**src/rtl/timer_pkg.sv**
```systemverilog
package timer_pkg;
  // Strobes passed from the control to the counter datapath.
  typedef struct packed {
    logic loadWr;  // load counter with freshly written high byte + low latch
    logic reload;  // load counter from latch (force or underflow)
    logic decr;    // count down by one
  } cntStrobe_t;

  typedef enum logic [1:0] {
    SRC_CLK   = 2'b00,
    SRC_PIN   = 2'b01,
    SRC_CASC  = 2'b10,
    SRC_GATED = 2'b11
  } cntSrc_t;
endpackage

```
**src/rtl/timer_ctrl.sv**
```systemverilog
module timer_ctrl
  import timer_pkg::*;
#(
  parameter int SYNC_STAGES = 2
) (
  input  logic       clk,
  input  logic       rstN,
  input  logic       ctrlWr,
  input  logic       ctrlStart,
  input  logic       ctrlOneShot,
  input  logic [1:0] ctrlSrc,
  input  logic       latchHiWr,
  input  logic       forceLoad,
  input  logic       extPin,
  input  logic       cascUnder,
  input  logic       irqRd,
  input  logic       cntZero,
  output cntStrobe_t strobe,
  output logic       running,
  output logic       underPulse,
  output logic       irqFlag
);
  localparam int PIPE = SYNC_STAGES + 1;

  logic [PIPE-1:0] pinPipe;
  cntSrc_t         srcSel;
  logic            oneShot;
  logic            pinLevel;
  logic            pinRise;
  logic            tick;
  logic            underflow;

  // synchroniser plus one stage for edge detection
  always_ff @(posedge clk or negedge rstN) begin
    if (!rstN) pinPipe <= '0;
    else       pinPipe <= {pinPipe[PIPE-2:0], extPin};
  end

  assign pinLevel = pinPipe[SYNC_STAGES-1];
  assign pinRise  = pinPipe[SYNC_STAGES-1] & ~pinPipe[SYNC_STAGES];

  always_comb begin
    unique case (srcSel)
      SRC_CLK:   tick = 1'b1;
      SRC_PIN:   tick = pinRise;
      SRC_CASC:  tick = cascUnder;
      SRC_GATED: tick = cascUnder & pinLevel;
      default:   tick = 1'b0;
    endcase
  end

  assign underflow     = running & tick & cntZero;
  assign strobe.decr   = running & tick & ~cntZero;
  assign strobe.reload = forceLoad | underflow;
  assign strobe.loadWr = latchHiWr & ~running;

  always_ff @(posedge clk or negedge rstN) begin
    if (!rstN) begin
      srcSel     <= SRC_CLK;
      oneShot    <= 1'b0;
      running    <= 1'b0;
      underPulse <= 1'b0;
      irqFlag    <= 1'b0;
    end else begin
      underPulse <= underflow;
      if (underflow)  irqFlag <= 1'b1;
      else if (irqRd) irqFlag <= 1'b0;
      if (ctrlWr) begin
        srcSel  <= cntSrc_t'(ctrlSrc);
        oneShot <= ctrlOneShot;
        running <= ctrlStart;
      end else if (underflow && oneShot) begin
        running <= 1'b0;
      end
    end
  end
endmodule

```
**src/rtl/timer_dp.sv**
```systemverilog
module timer_dp
  import timer_pkg::*;
#(
  parameter int CNT_W  = 16,
  parameter int BYTE_W = 8
) (
  input  logic              clk,
  input  logic              rstN,
  input  logic              latchLoWr,
  input  logic              latchHiWr,
  input  logic [BYTE_W-1:0] wrData,
  input  cntStrobe_t        strobe,
  output logic [CNT_W-1:0]  count,
  output logic              cntZero
);
  localparam int HI_W = CNT_W - BYTE_W;

  logic [BYTE_W-1:0] latchLo;
  logic [HI_W-1:0]   latchHi;

  always_ff @(posedge clk or negedge rstN) begin
    if (!rstN) begin
      latchLo <= '0;
      latchHi <= '0;
    end else begin
      if (latchLoWr) latchLo <= wrData;
      if (latchHiWr) latchHi <= HI_W'(wrData);
    end
  end

  always_ff @(posedge clk or negedge rstN) begin
    if (!rstN)              count <= '0;
    else if (strobe.loadWr) count <= {HI_W'(wrData), latchLo};
    else if (strobe.reload) count <= {latchHi, latchLo};
    else if (strobe.decr)   count <= count - 1'b1;
  end

  assign cntZero = (count == '0);
endmodule

```
**src/rtl/cascade_timer.sv**
```systemverilog
module cascade_timer
  import timer_pkg::*;
#(
  parameter int CNT_W       = 16,
  parameter int BYTE_W      = 8,
  parameter int SYNC_STAGES = 2
) (
  input  logic              clk,
  input  logic              rstN,
  input  logic              latchLoWr,
  input  logic              latchHiWr,
  input  logic [BYTE_W-1:0] wrData,
  input  logic              ctrlWr,
  input  logic              ctrlStart,
  input  logic              ctrlOneShot,
  input  logic [1:0]        ctrlSrc,
  input  logic              forceLoad,
  input  logic              extPin,
  input  logic              cascUnder,
  input  logic              irqRd,
  output logic [CNT_W-1:0]  count,
  output logic              running,
  output logic              underPulse,
  output logic              irqFlag
);
  cntStrobe_t strobe;
  logic       cntZero;

  timer_ctrl #(.SYNC_STAGES(SYNC_STAGES)) u_ctrl (
    .clk(clk), .rstN(rstN), .ctrlWr(ctrlWr), .ctrlStart(ctrlStart),
    .ctrlOneShot(ctrlOneShot), .ctrlSrc(ctrlSrc), .latchHiWr(latchHiWr),
    .forceLoad(forceLoad), .extPin(extPin), .cascUnder(cascUnder),
    .irqRd(irqRd), .cntZero(cntZero), .strobe(strobe), .running(running),
    .underPulse(underPulse), .irqFlag(irqFlag)
  );

  timer_dp #(.CNT_W(CNT_W), .BYTE_W(BYTE_W)) u_dp (
    .clk(clk), .rstN(rstN), .latchLoWr(latchLoWr), .latchHiWr(latchHiWr),
    .wrData(wrData), .strobe(strobe), .count(count), .cntZero(cntZero)
  );
endmodule

```
**config.mk**
```make
export PLATFORM = sky130hd
export DESIGN_NAME = cascade_timer
export DESIGN_NICKNAME = d
export VERILOG_FILES = /design/src/rtl/timer_pkg.sv /design/src/rtl/timer_ctrl.sv /design/src/rtl/timer_dp.sv /design/src/rtl/cascade_timer.sv
export SDC_FILE = /design/constraint.sdc
export NUM_CORES = 1
export LEC_CHECK = 0
export BUFFER_PORTS_ARGS = -buffer_cell sky130_fd_sc_hd__buf_2
export CAP_MARGIN = 40
export CORE_UTILIZATION = 45
export DETAILED_ROUTE_END_ITERATION = 8
export GPL_TIMING_DRIVEN = 0
export PLACE_DENSITY = 0.66
export SYNTH_ARGS = -nofsm -noshare
export SYNTH_HDL_FRONTEND = slang
export SYNTH_SLANG_ARGS = --single-unit
```
**constraint.sdc**
```tcl
create_clock -name clk -period 6 [get_ports clk]
set_clock_uncertainty 0.1 [all_clocks]
set_input_delay 1.2 -clock clk [delete_from_list [all_inputs] [get_ports clk]]
set_output_delay 1.2 -clock clk [all_outputs]
set_load 0.05 [all_outputs]
```
==> results_dict.tcl, run 1 <==
set metrics [dict create \
    drtPass1Iterations 4 \
    slowest_stage "clkbuf_1" \
    avgSynthCellArea_sq_um 10.5 \
    synthXorXnorAreaFrac 0.0231 \
    nNetsFinal 284 \
    synth-edff-count 0 \
    drt_iter0_drc 162 \
    maxCapViolCount 0 \
    slew_headroom 0.460 \
    ys_warn_count 0 \
    cts.hold.buffers_added 0 \
    p_sw_mw 0.364 \
    clk_pin_slew_ns 0.08 \
    fp.dieW_um 73.1 \
    timing.fmax_mhz 351 \
    arrival_ns 2.94 \
    multi_input_area_sq_mm 0.00117 \
    worstSetupEndpointType "flip-flop" \
    start_util 0.476 \
    regArea_sq_mm 0.00103 \
    yosys_most_used_dff "dfrtp_1" \
    synthAdderAreaFrac 0.0110 \
    dieArea_sq_mm 0.00535 \
    syn_nets 239 \
    clock_latency_ns 0.29 \
    fillers 445 \
    fin_crit_sh 0.475 \
    drc 0 \
    gp_congestion 0.892 \
    critPathTopFamily "buffers and inverters" \
    drive_gt1_frac 0.305 \
    synth_compound_area_frac 0.183 \
    grt_pass1_vias 1835 \
    wl_per_cell_um 16.7 \
    sw_frac_of_total 0.411 \
    crit_top_cell "clkbuf_1" \
    critical_path_class "in2reg" \
    vdd.ir_drop.worst_mv 0.139 \
    power.internal_mw 0.521 \
    crit_fanout 10 \
    status "finished clean" \
    critPathMaxStageDelay_ns 0.47 \
    slew_violations 0 \
    cts-buffers-inserted 5 \
    cts_tree "yes" \
    ys_ff_latch 41 \
    p_clk_frac 0.225 \
    post_cts_resized 0 \
    hold_violations 0 \
    rsz0062_at_grt "false" \
    clock-sinks 41 \
    area_delta_synth_final_pct 17.5 \
    synth_area_sq_mm 0.00228 \
    tns_ns 0 \
    async_flop_share 1.00 \
    hp-class "reg2reg" \
    finalCriticalPeriod_ns 2.85 \
    combPwrFrac 0.348 \
    worstPathCellList "clkbuf_1 > nor2b_1 > buf_2 > clkbuf_1 > o21ai_0 > o311ai_1" \
    wl_um 5480 \
    grt_use_total 0.228 \
    powerDensity_mw_per_mm2 331 \
    cp.required_ns 6.10 \
    fin_hold_ws_ns 0.276 \
    gr-total-overflow 0 \
    grt_pass1_wl_um 9220 \
    vias_per_cell 5.81 \
    pwr-share-seq 0.426 \
    cts-root-buf "clkbuf_8" \
    worst_slew_pin_slew_ns 0.803 \
    muxShareOfSynthArea 0.116 \
    antenna_found_initial 0 \
    clockBufferDepth 2 \
    io_pins 40 \
    grt_max_degree 22 \
    antenna-diode-count 0 \
    cts_setup_buffers 0 \
    yosys.area_share.simple 0.179 \
    dp_hpwl_um 4040 \
    numPortBuffers 37 \
    ant_nets 0 \
    dieHeight_um 73.1 \
    syn_inst 216 \
    synth_cell_types 53 \
    report.final.setup_viol 0 \
    synth_top_family_by_area "compound AO/OA/AOI/OAI gates" \
    core-area_sq_mm 0.00479 \
    ys_seq_area_frac 0.451 \
    start_kind "input pin" \
    htreeDepth 2 \
    std_cell_rows 25 \
    num_vias 1912 \
    power_leakage_nw 1.11 \
    critPathBufInv 3 \
]
cell families after synthesis:
logic type / Yosys count
AOI/OAI and AO/OA: 54
xor gates and xnor gates: 6
adders and majority gates: 2
buffers and inverters: 20
DFF: 41
muxes: 24
and+or+nand+nor: 69
cell type report:
type,count,share of cell area
Tap cell,67,0.0313
Inverter,11,0.0154
Clock inverter,1,0.00187
Clock buffer,7,0.0360
Multi-Input combinational cell,155,0.436
Buffer,9,0.0164
Timing Repair Buffer,38,0.0795
Sequential cell,41,0.384
layer usage:
layer | vias up | wire (um) | part of all wire | global-route usage
met5 | - | 0 | 0 | 0
met4 | 0 | 38 | 0.0069 | 0.0458
met3 | 5 | 237 | 0.043 | 0.0414
met2 | 56 | 2470 | 0.45 | 0.351
met1 | 943 | 2730 | 0.50 | 0.337
li1 | 908 | - | - | -
synthesized netlist by cell type, types with 2 or more instances:
cell type	number	area [sq um]
o21ai_0	5	25.0
a31oi_1	4	25.0
nand2b_1	4	25.0
a21oi_1	5	25.0
nor3_1	7	35.0
a211oi_1	2	15.0
o31a_1	2	17.5
o311ai_1	2	17.5
mux2i_1	4	40.0
nor4_4	2	42.5
and2_1	2	12.5
clkbuf_1	6	22.5
o21a_1	2	15.0
a2bb2oi_1	3	26.3
nor4_1	2	12.5
inv_1	10	37.5
nand3_1	8	40.0
a2111oi_2	3	45.0
ha_1	2	25.0
o21ai_1	5	25.0
o221ai_1	5	43.8
nor2_1	9	33.8
xnor2_1	5	43.8
o211ai_1	3	22.5
buf_2	2	10.0
o2bb2ai_1	2	17.5
nand2_1	16	60.1
mux2_2	19	214
nor2b_1	2	12.5
o31ai_1	3	22.5
nor3b_1	2	15.0
nand4_1	7	43.8
dfrtp_1	41	1030
metrics by stage:
step	setup WS, ns	util	std cells	power [mW]	cell area (sq um)
CTS	3.20	0.559	329	0.886	2680
global route	3.01	0.559	329	0.934	2680
global placement	2.89	0.532	320	0.683	2550
finish	3.15	0.559	329	0.884	2680
floorplan	3.38	-	216	0.601	2280
detailed placement	2.90	0.538	321	0.688	2570
worst register-to-register path, stage by stage, from the launching register on:
cell and delay (ns):
dfrtp_1 0.43, inv_1 0.12, ha_1 0.16, nor4b_1 0.39, nand4_1 0.24, o31a_1 0.41, buf_6 0.20, a31oi_1 0.18
o221ai_1 0.14
cells in the final DEF, fill, tap and decap left out, types with 3 or more instances in the layout:
cell / netlist / routed
nand4_1: 7 / 7
o221ai_1: 5 / 5
clkbuf_8: 0 / 7
o211ai_1: 3 / 3
o21ai_1: 5 / 5
inv_1: 10 / 10
a21oi_1: 5 / 5
a31oi_1: 4 / 4
nor2_1: 9 / 9
o21ai_0: 5 / 5
a2bb2oi_1: 3 / 3
buf_2: 2 / 39
clkbuf_1: 6 / 6
nand3_1: 8 / 8
mux2_2: 19 / 19
nand2_1: 16 / 16
mux2i_1: 4 / 4
dfrtp_1: 41 / 41
a2111oi_2: 3 / 3
o31ai_1: 3 / 3
xnor2_1: 5 / 5
nand2b_1: 4 / 4
nor3_1: 7 / 7
path summary, 6_finish.rpt:
kind,startpoint,cells after the start,slack [ns],to
setup / recovery,latchHiWr,6,3.15,u_dp.count[1]
hold / removal,u_ctrl.pinPipe[0],0,0.28,u_ctrl.pinPipe[1]
setup reg to reg,u_dp.count[0],8,3.50,u_dp.count[6]
hold reg to reg,u_ctrl.pinPipe[0],0,0.28,u_ctrl.pinPipe[1]
max in group asynchronous,rstN,2,4.55,u_dp.count[10]
min in group asynchronous,rstN,1,0.78,u_dp.count[1]
state kept, by name, indices dropped and copies added (netlist names), 2 cells and up:
| name | cells |
|---|---|
| u_ctrl.pinPipe | 3 |
| u_ctrl.srcSel | 2 |
| u_dp.count | 16 |
| u_dp.latchHi | 8 |
| u_dp.latchLo | 8 |
power by group through the flow:
stage	logic, mW	registers [mW]	clock network (mW)
finish	0.308	0.377	0.199
global route	0.334	0.386	0.215
CTS	0.307	0.376	0.202
detailed placement	0.307	0.382	0
global placement	0.302	0.381	0
floorplan	0.137	0.463	0
Power figures use the tool's default switching activity.
==> run 2: changes to the inputs <==
PLACE_DENSITY = 0.69   (was 0.66)
clock period = 2.35 ns   (was 6 ns; I/O delays follow)
==> run 2 against run 1 <==
Combinational power increased to 2.8 times the previous value; critical path type is now reg2reg; sequential cell count unchanged; critical endpoint is now u_dp.count[5]; largest cell class unchanged; the run now ends with hold timing left; via count increased by 3.8%.
==> results_dict.tcl, run 2 (synthesized netlist as in run 1, its figures left out) <==
set metrics [dict create \
    status "complete, but fails checks" \
    violations "hold timing" \
    cts_tree "yes" \
    fillers 440 \
    vdd.ir_drop.worst_mv 0.432 \
    start_kind "flip-flop" \
    cts-root-buf "clkbuf_8" \
    clk_pin_slew_ns 0.08 \
    fp.dieW_um 73.1 \
    dp_slack_ns -0.161 \
    design_area_sq_mm 0.00279 \
    io_pins 40 \
    wl_um 5760 \
    sw_frac_of_total 0.423 \
    dieArea_sq_mm 0.00535 \
    cts-buffers-inserted 5 \
    slew_violations 0 \
    num_vias 1985 \
    wl_per_cell_um 16.9 \
    maxCapViolCount 0 \
    drt_iter0_drc 155 \
    regMostFlops "u_dp.count" \
    clock_latency_ns 0.30 \
    std_cell_rows 25 \
    clock-sinks 41 \
    critical_path_class "reg2reg" \
    grt_pass1_vias 1866 \
    drive_gt1_frac 0.363 \
    arrival_ns 2.33 \
    timing.fmax_mhz 443 \
    largest_register_ff_count 16 \
    final_common_cell "buf_2" \
    hp-class "in2async" \
    htreeDepth 2 \
    power_leakage_nw 1.14 \
    dieHeight_um 73.1 \
    antenna-diode-count 0 \
    regArea_sq_mm 0.00103 \
    start_util 0.476 \
    crit_fanout 6 \
    worst_slack_ns 0.0915 \
    fin_crit_sh 0.961 \
    grt_max_degree 25 \
    ant_nets 0 \
    grt_pass1_wl_um 9440 \
    multi_input_area_sq_mm 0.00121 \
    numPortBuffers 37 \
    dp_hpwl_um 4040 \
    area_delta_synth_final_pct 22.4 \
    drc 0 \
    top_regs "u_dp.count: 16 flops, u_dp.latchHi: 8 flops, u_dp.latchLo: 8 flops" \
    gp_congestion 0.927 \
    power.internal_mw 1.33 \
    p_clk_frac 0.199 \
    grt_use_total 0.237 \
    antenna_found_initial 0 \
    fin_hold_ws_ns -0.00995 \
    gr-total-overflow 0 \
    vias_per_cell 5.84 \
    finish.utilization 0.582 \
    finalCriticalPeriod_ns 2.26 \
    cts.hold.buffers_added 0 \
    dpl_cell_area_sq_mm 0.00257 \
    core-area_sq_mm 0.00479 \
    final_cell_mix "buf_2, dfrtp_1, mux2_2" \
    worstSetupEndpointType "flip-flop" \
    pwr-share-seq 0.426 \
    report.final.setup_viol 0 \
    slew_headroom 0.460 \
    nNetsFinal 295 \
    drtPass1Iterations 4 \
    worst_slew_pin_slew_ns 0.804 \
    hold_violations 6 \
    powerDensity_mw_per_mm2 826 \
    p_sw_mw 0.974 \
    total_power_mw 2.30 \
    combPwrFrac 0.375 \
    cp.required_ns 2.42 \
    rsz0062_at_grt "true" \
    clockBufferDepth 2 \
]
-- run 2: changes by cell type in the layout (fill, tap and decap cells not counted), moves of 2 or more --
cell / change
buf_4: +10
a31oi_2: +2
clkbuf_1: +2
dfrtp_1: -4
inv_4: +2
clkbuf_8: -2
inv_1: -2
dfrtp_2: +4
a31oi_1: -2
-- run 2: cell type report --
class	instances	share of cell area
Sequential cell	41	0.370
Timing Repair Buffer	49	0.102
Clock inverter	1	0.00269
Inverter	11	0.0166
Multi-Input combinational cell	155	0.435
Buffer	9	0.0157
Clock buffer	7	0.0274
Tap cell	67	0.0301
-- run 2: critical path, stage by stage (launching register included) --
cell and delay (ns):
dfrtp_2 0.44, inv_4 0.08, ha_4 0.12, nor4b_4 0.23, nand4_1 0.22, o31a_1 0.41
buf_6 0.18, a31oi_1 0.17, o221ai_1 0.17
-- run 2: through the flow --
step / TNS [ns] / instances
floorplan: 0 / 216
CTS: 0 / 333
detailed placement: -1.19 / 321
global route: -0.0288 / 340
finish: 0 / 340
global placement: -1.65 / 320
-- run 2: repair_timing --
action | 4_1_cts | 5_1_grt
resized for setup | 2 | 11
pin swaps | 3 | 7
setup endpoints to repair | 16 | 16
cloned | 0 | 1
endpoints found under the hold margin | 0 | 0
setup buffers | 4 | 6
-- run 2: metal layers --
| layer | vias up | routed length [um] | track usage |
|---|---|---|---|
| li1 | 942 | - | - |
| met1 | 960 | 2610 | 0.348 |
| met2 | 70 | 2680 | 0.348 |
| met3 | 13 | 337 | 0.0442 |
| met4 | 0 | 127 | 0.0828 |
| met5 | - | 0 | 0 |
-- run 2: power by group through the flow --
| stage | Clock, mW | Sequential (mW) | Combinational (mW) |
|---|---|---|---|
| floorplan | 0 | 1.18 | 0.351 |
| global placement | 0 | 0.978 | 0.766 |
| detailed placement | 0 | 0.980 | 0.778 |
| CTS | 0.459 | 0.974 | 0.801 |
| global route | 0.496 | 1.00 | 0.929 |
| finish | 0.458 | 0.981 | 0.863 |
-- run 2: worst paths after layout --
check	start	end	slack [ns]	cells after the start
setup / recovery	u_dp.count[1]	u_dp.count[5]	0.09	8
hold / removal	rstN	u_dp.count[0]	-0.01	1
setup reg to reg	u_dp.count[1]	u_dp.count[5]	0.09	8
hold reg to reg	u_ctrl.pinPipe[0]	u_ctrl.pinPipe[1]	0.25	0
max in group asynchronous	rstN	u_dp.count[10]	1.68	2
min in group clk	extPin	u_ctrl.pinPipe[0]	0.18	1
==> run 3: changes to the inputs <==
CORE_MARGIN = 1.5   (was not set)
PLACE_DENSITY = 0.66   (was 0.69)
clock period = 2.65 ns   (was 2.35 ns; I/O delays follow)
==> run 3 against run 2 <==
Via count down 3.4%; the flow now finishes without violations; cell count down 3.2%; clock power up 15%; largest power group unchanged; routed wire length up 0.40%; sequential cell count unchanged.
==> results_dict.tcl, run 3 (synthesized netlist as in run 1, its figures left out) <==
set metrics [dict create \
    worst_slew_pin_slew_ns 0.864 \
    critPathTopFamily "compound AO/OA/AOI/OAI gates" \
    report.final.setup_viol 0 \
    worstSetupEndpointType "flip-flop" \
    crit_fanout 10 \
    cts-buffers-inserted 5 \
    drive_gt1_frac 0.305 \
    cts-root-buf "clkbuf_8" \
    arrival_ns 2.43 \
    timing.rr.start "u_dp.count[0]" \
    fp.dieW_um 74.1 \
    grt_max_degree 30 \
    clock_latency_ns 0.29 \
    antenna_found_initial 0 \
    nNetsFinal 284 \
    gr-total-overflow 0 \
    crit_end "u_dp.count[6]" \
    cts_setup_buffers 0 \
    startpoint "u_dp.count[0]" \
    drt_iter0_drc 151 \
    cp.required_ns 2.71 \
    cts_tree "yes" \
    ant_nets 0 \
    wl_per_cell_um 17.6 \
    slew_headroom 0.419 \
    fin_crit_sh 0.893 \
    grt_pass1_wl_um 9390 \
    vdd.ir_drop.worst_mv 0.356 \
    area_delta_synth_final_pct 18.1 \
    core-area_sq_mm 0.00479 \
    clock-sinks 41 \
    antenna-diode-count 0 \
    grt_pass1_vias 1856 \
    worst-r2r-setup-slack_ns 0.28 \
    hp-class "in2async" \
    final_common_cell "dfrtp_1" \
    final_cell_mix "dfrtp_1, buf_2, mux2_2" \
    numPortBuffers 37 \
    timing.fmax_mhz 423 \
    grt_use_total 0.225 \
    powerDensity_mw_per_mm2 776 \
    io_pins 40 \
    tns_ns 0 \
    drtPass1Iterations 4 \
    clockBufferDepth 2 \
    maxCapViolCount 0 \
    slew_violations 0 \
    slowest_stage "dfrtp_1" \
    dp_hpwl_um 4070 \
    largest_register_ff_count 16 \
    worstPathCellList "inv_1 > ha_1 > nor4b_2 > nand4_1 > o31a_1 > buf_6 > a31oi_1 > o221ai_1" \
    power_leakage_nw 1.11 \
    critical_path_class "reg2reg" \
    worst_slack_ns 0.283 \
    start_util 0.476 \
    htreeDepth 2 \
    rsz0062_at_grt "false" \
    drc 0 \
    wl_um 5780 \
    status "finished clean" \
    fillers 441 \
    gp_congestion 0.842 \
    r2r-end "u_dp.count[6]" \
    std_cell_rows 25 \
    critPathMaxStageDelay_ns 0.44 \
    critPathBufInv 2 \
    finalCriticalPeriod_ns 2.37 \
    finish.utilization 0.562 \
    dieHeight_um 74.1 \
    hold_violations 0 \
    top_regs "u_dp.count: 16 flops, u_dp.latchHi: 8 flops, u_dp.latchLo: 8 flops" \
    dp_slack_ns 0.162 \
    clk_pin_slew_ns 0.08 \
    regMostFlops "u_dp.count" \
    vias_per_cell 5.83 \
    num_vias 1918 \
    dieArea_sq_mm 0.00550 \
    rr_worst_depth 8 \
    start_kind "flip-flop" \
    cp.depth 8 \
]
==> run 3: worst min path at each step <==
stage	startpoint	end	slack (ns)	depth (start not counted)
floorplan	rstN	u_ctrl.irqFlag	0.13	0
global placement	u_ctrl.pinPipe[0]	u_ctrl.pinPipe[1]	0.23	0
detailed placement	u_ctrl.pinPipe[0]	u_ctrl.pinPipe[1]	0.25	0
CTS	rstN	u_ctrl.irqFlag	0.03	1
global route	rstN	u_ctrl.irqFlag	0.04	1
finish	rstN	u_ctrl.irqFlag	0.03	1
==> run 3: layer usage <==
layer	global-route usage	vias up	share of wire
met4	0.0844	0	0.016
met2	0.327	54	0.45
met5	0	-	0
met1	0.334	944	0.48
li1	-	911	-
met3	0.0379	9	0.052
==> run 3: power breakdown <==
part	switching, mW	total, mW	internal (mW)
clock network	0.218	0.525	0.307
registers	0.143	0.859	0.716
logic	0.476	0.703	0.227
total	0.837	2.09	1.25
==> run 3: stage by stage <==
step                      instances  power [mW]  instance area, sq um  hold WS [ns]
after CTS                       329        2.08                  2680        0.0306
after detailed placement        321        1.56                  2570         0.252
after global routing            329        2.19                  2690        0.0394
after floorplan                 216        1.36                  2280         0.134
after global placement          320        1.55                  2550         0.233
final                           329        2.09                  2690        0.0293
==> run 3: timing repair <==
| item | 4_1_cts | 5_1_grt |
|---|---|---|
| setup endpoints to repair | 0 | 5 |
| gates resized for setup | 0 | 1 |
| hold buffers | 0 | 0 |
==> run 3: cell type report <==
type | count | area (sq um) | area share
Buffer | 9 | 43.8 | 0.0163
Clock buffer | 7 | 86.3 | 0.0321
Clock inverter | 1 | 30.0 | 0.0112
Inverter | 11 | 41.3 | 0.0154
Multi-Input combinational cell | 155 | 1170 | 0.436
Sequential cell | 41 | 1030 | 0.382
Tap cell | 67 | 83.8 | 0.0312
Timing Repair Buffer | 38 | 205 | 0.0763
==> run 3: worst reg2reg max path: stages (launching register included) <==
cell      delay, ns
dfrtp_1        0.44
inv_1          0.12
ha_1           0.15
nor4b_2        0.28
nand4_1        0.22
o31a_1         0.40
buf_6          0.20
a31oi_1        0.20
o221ai_1       0.13
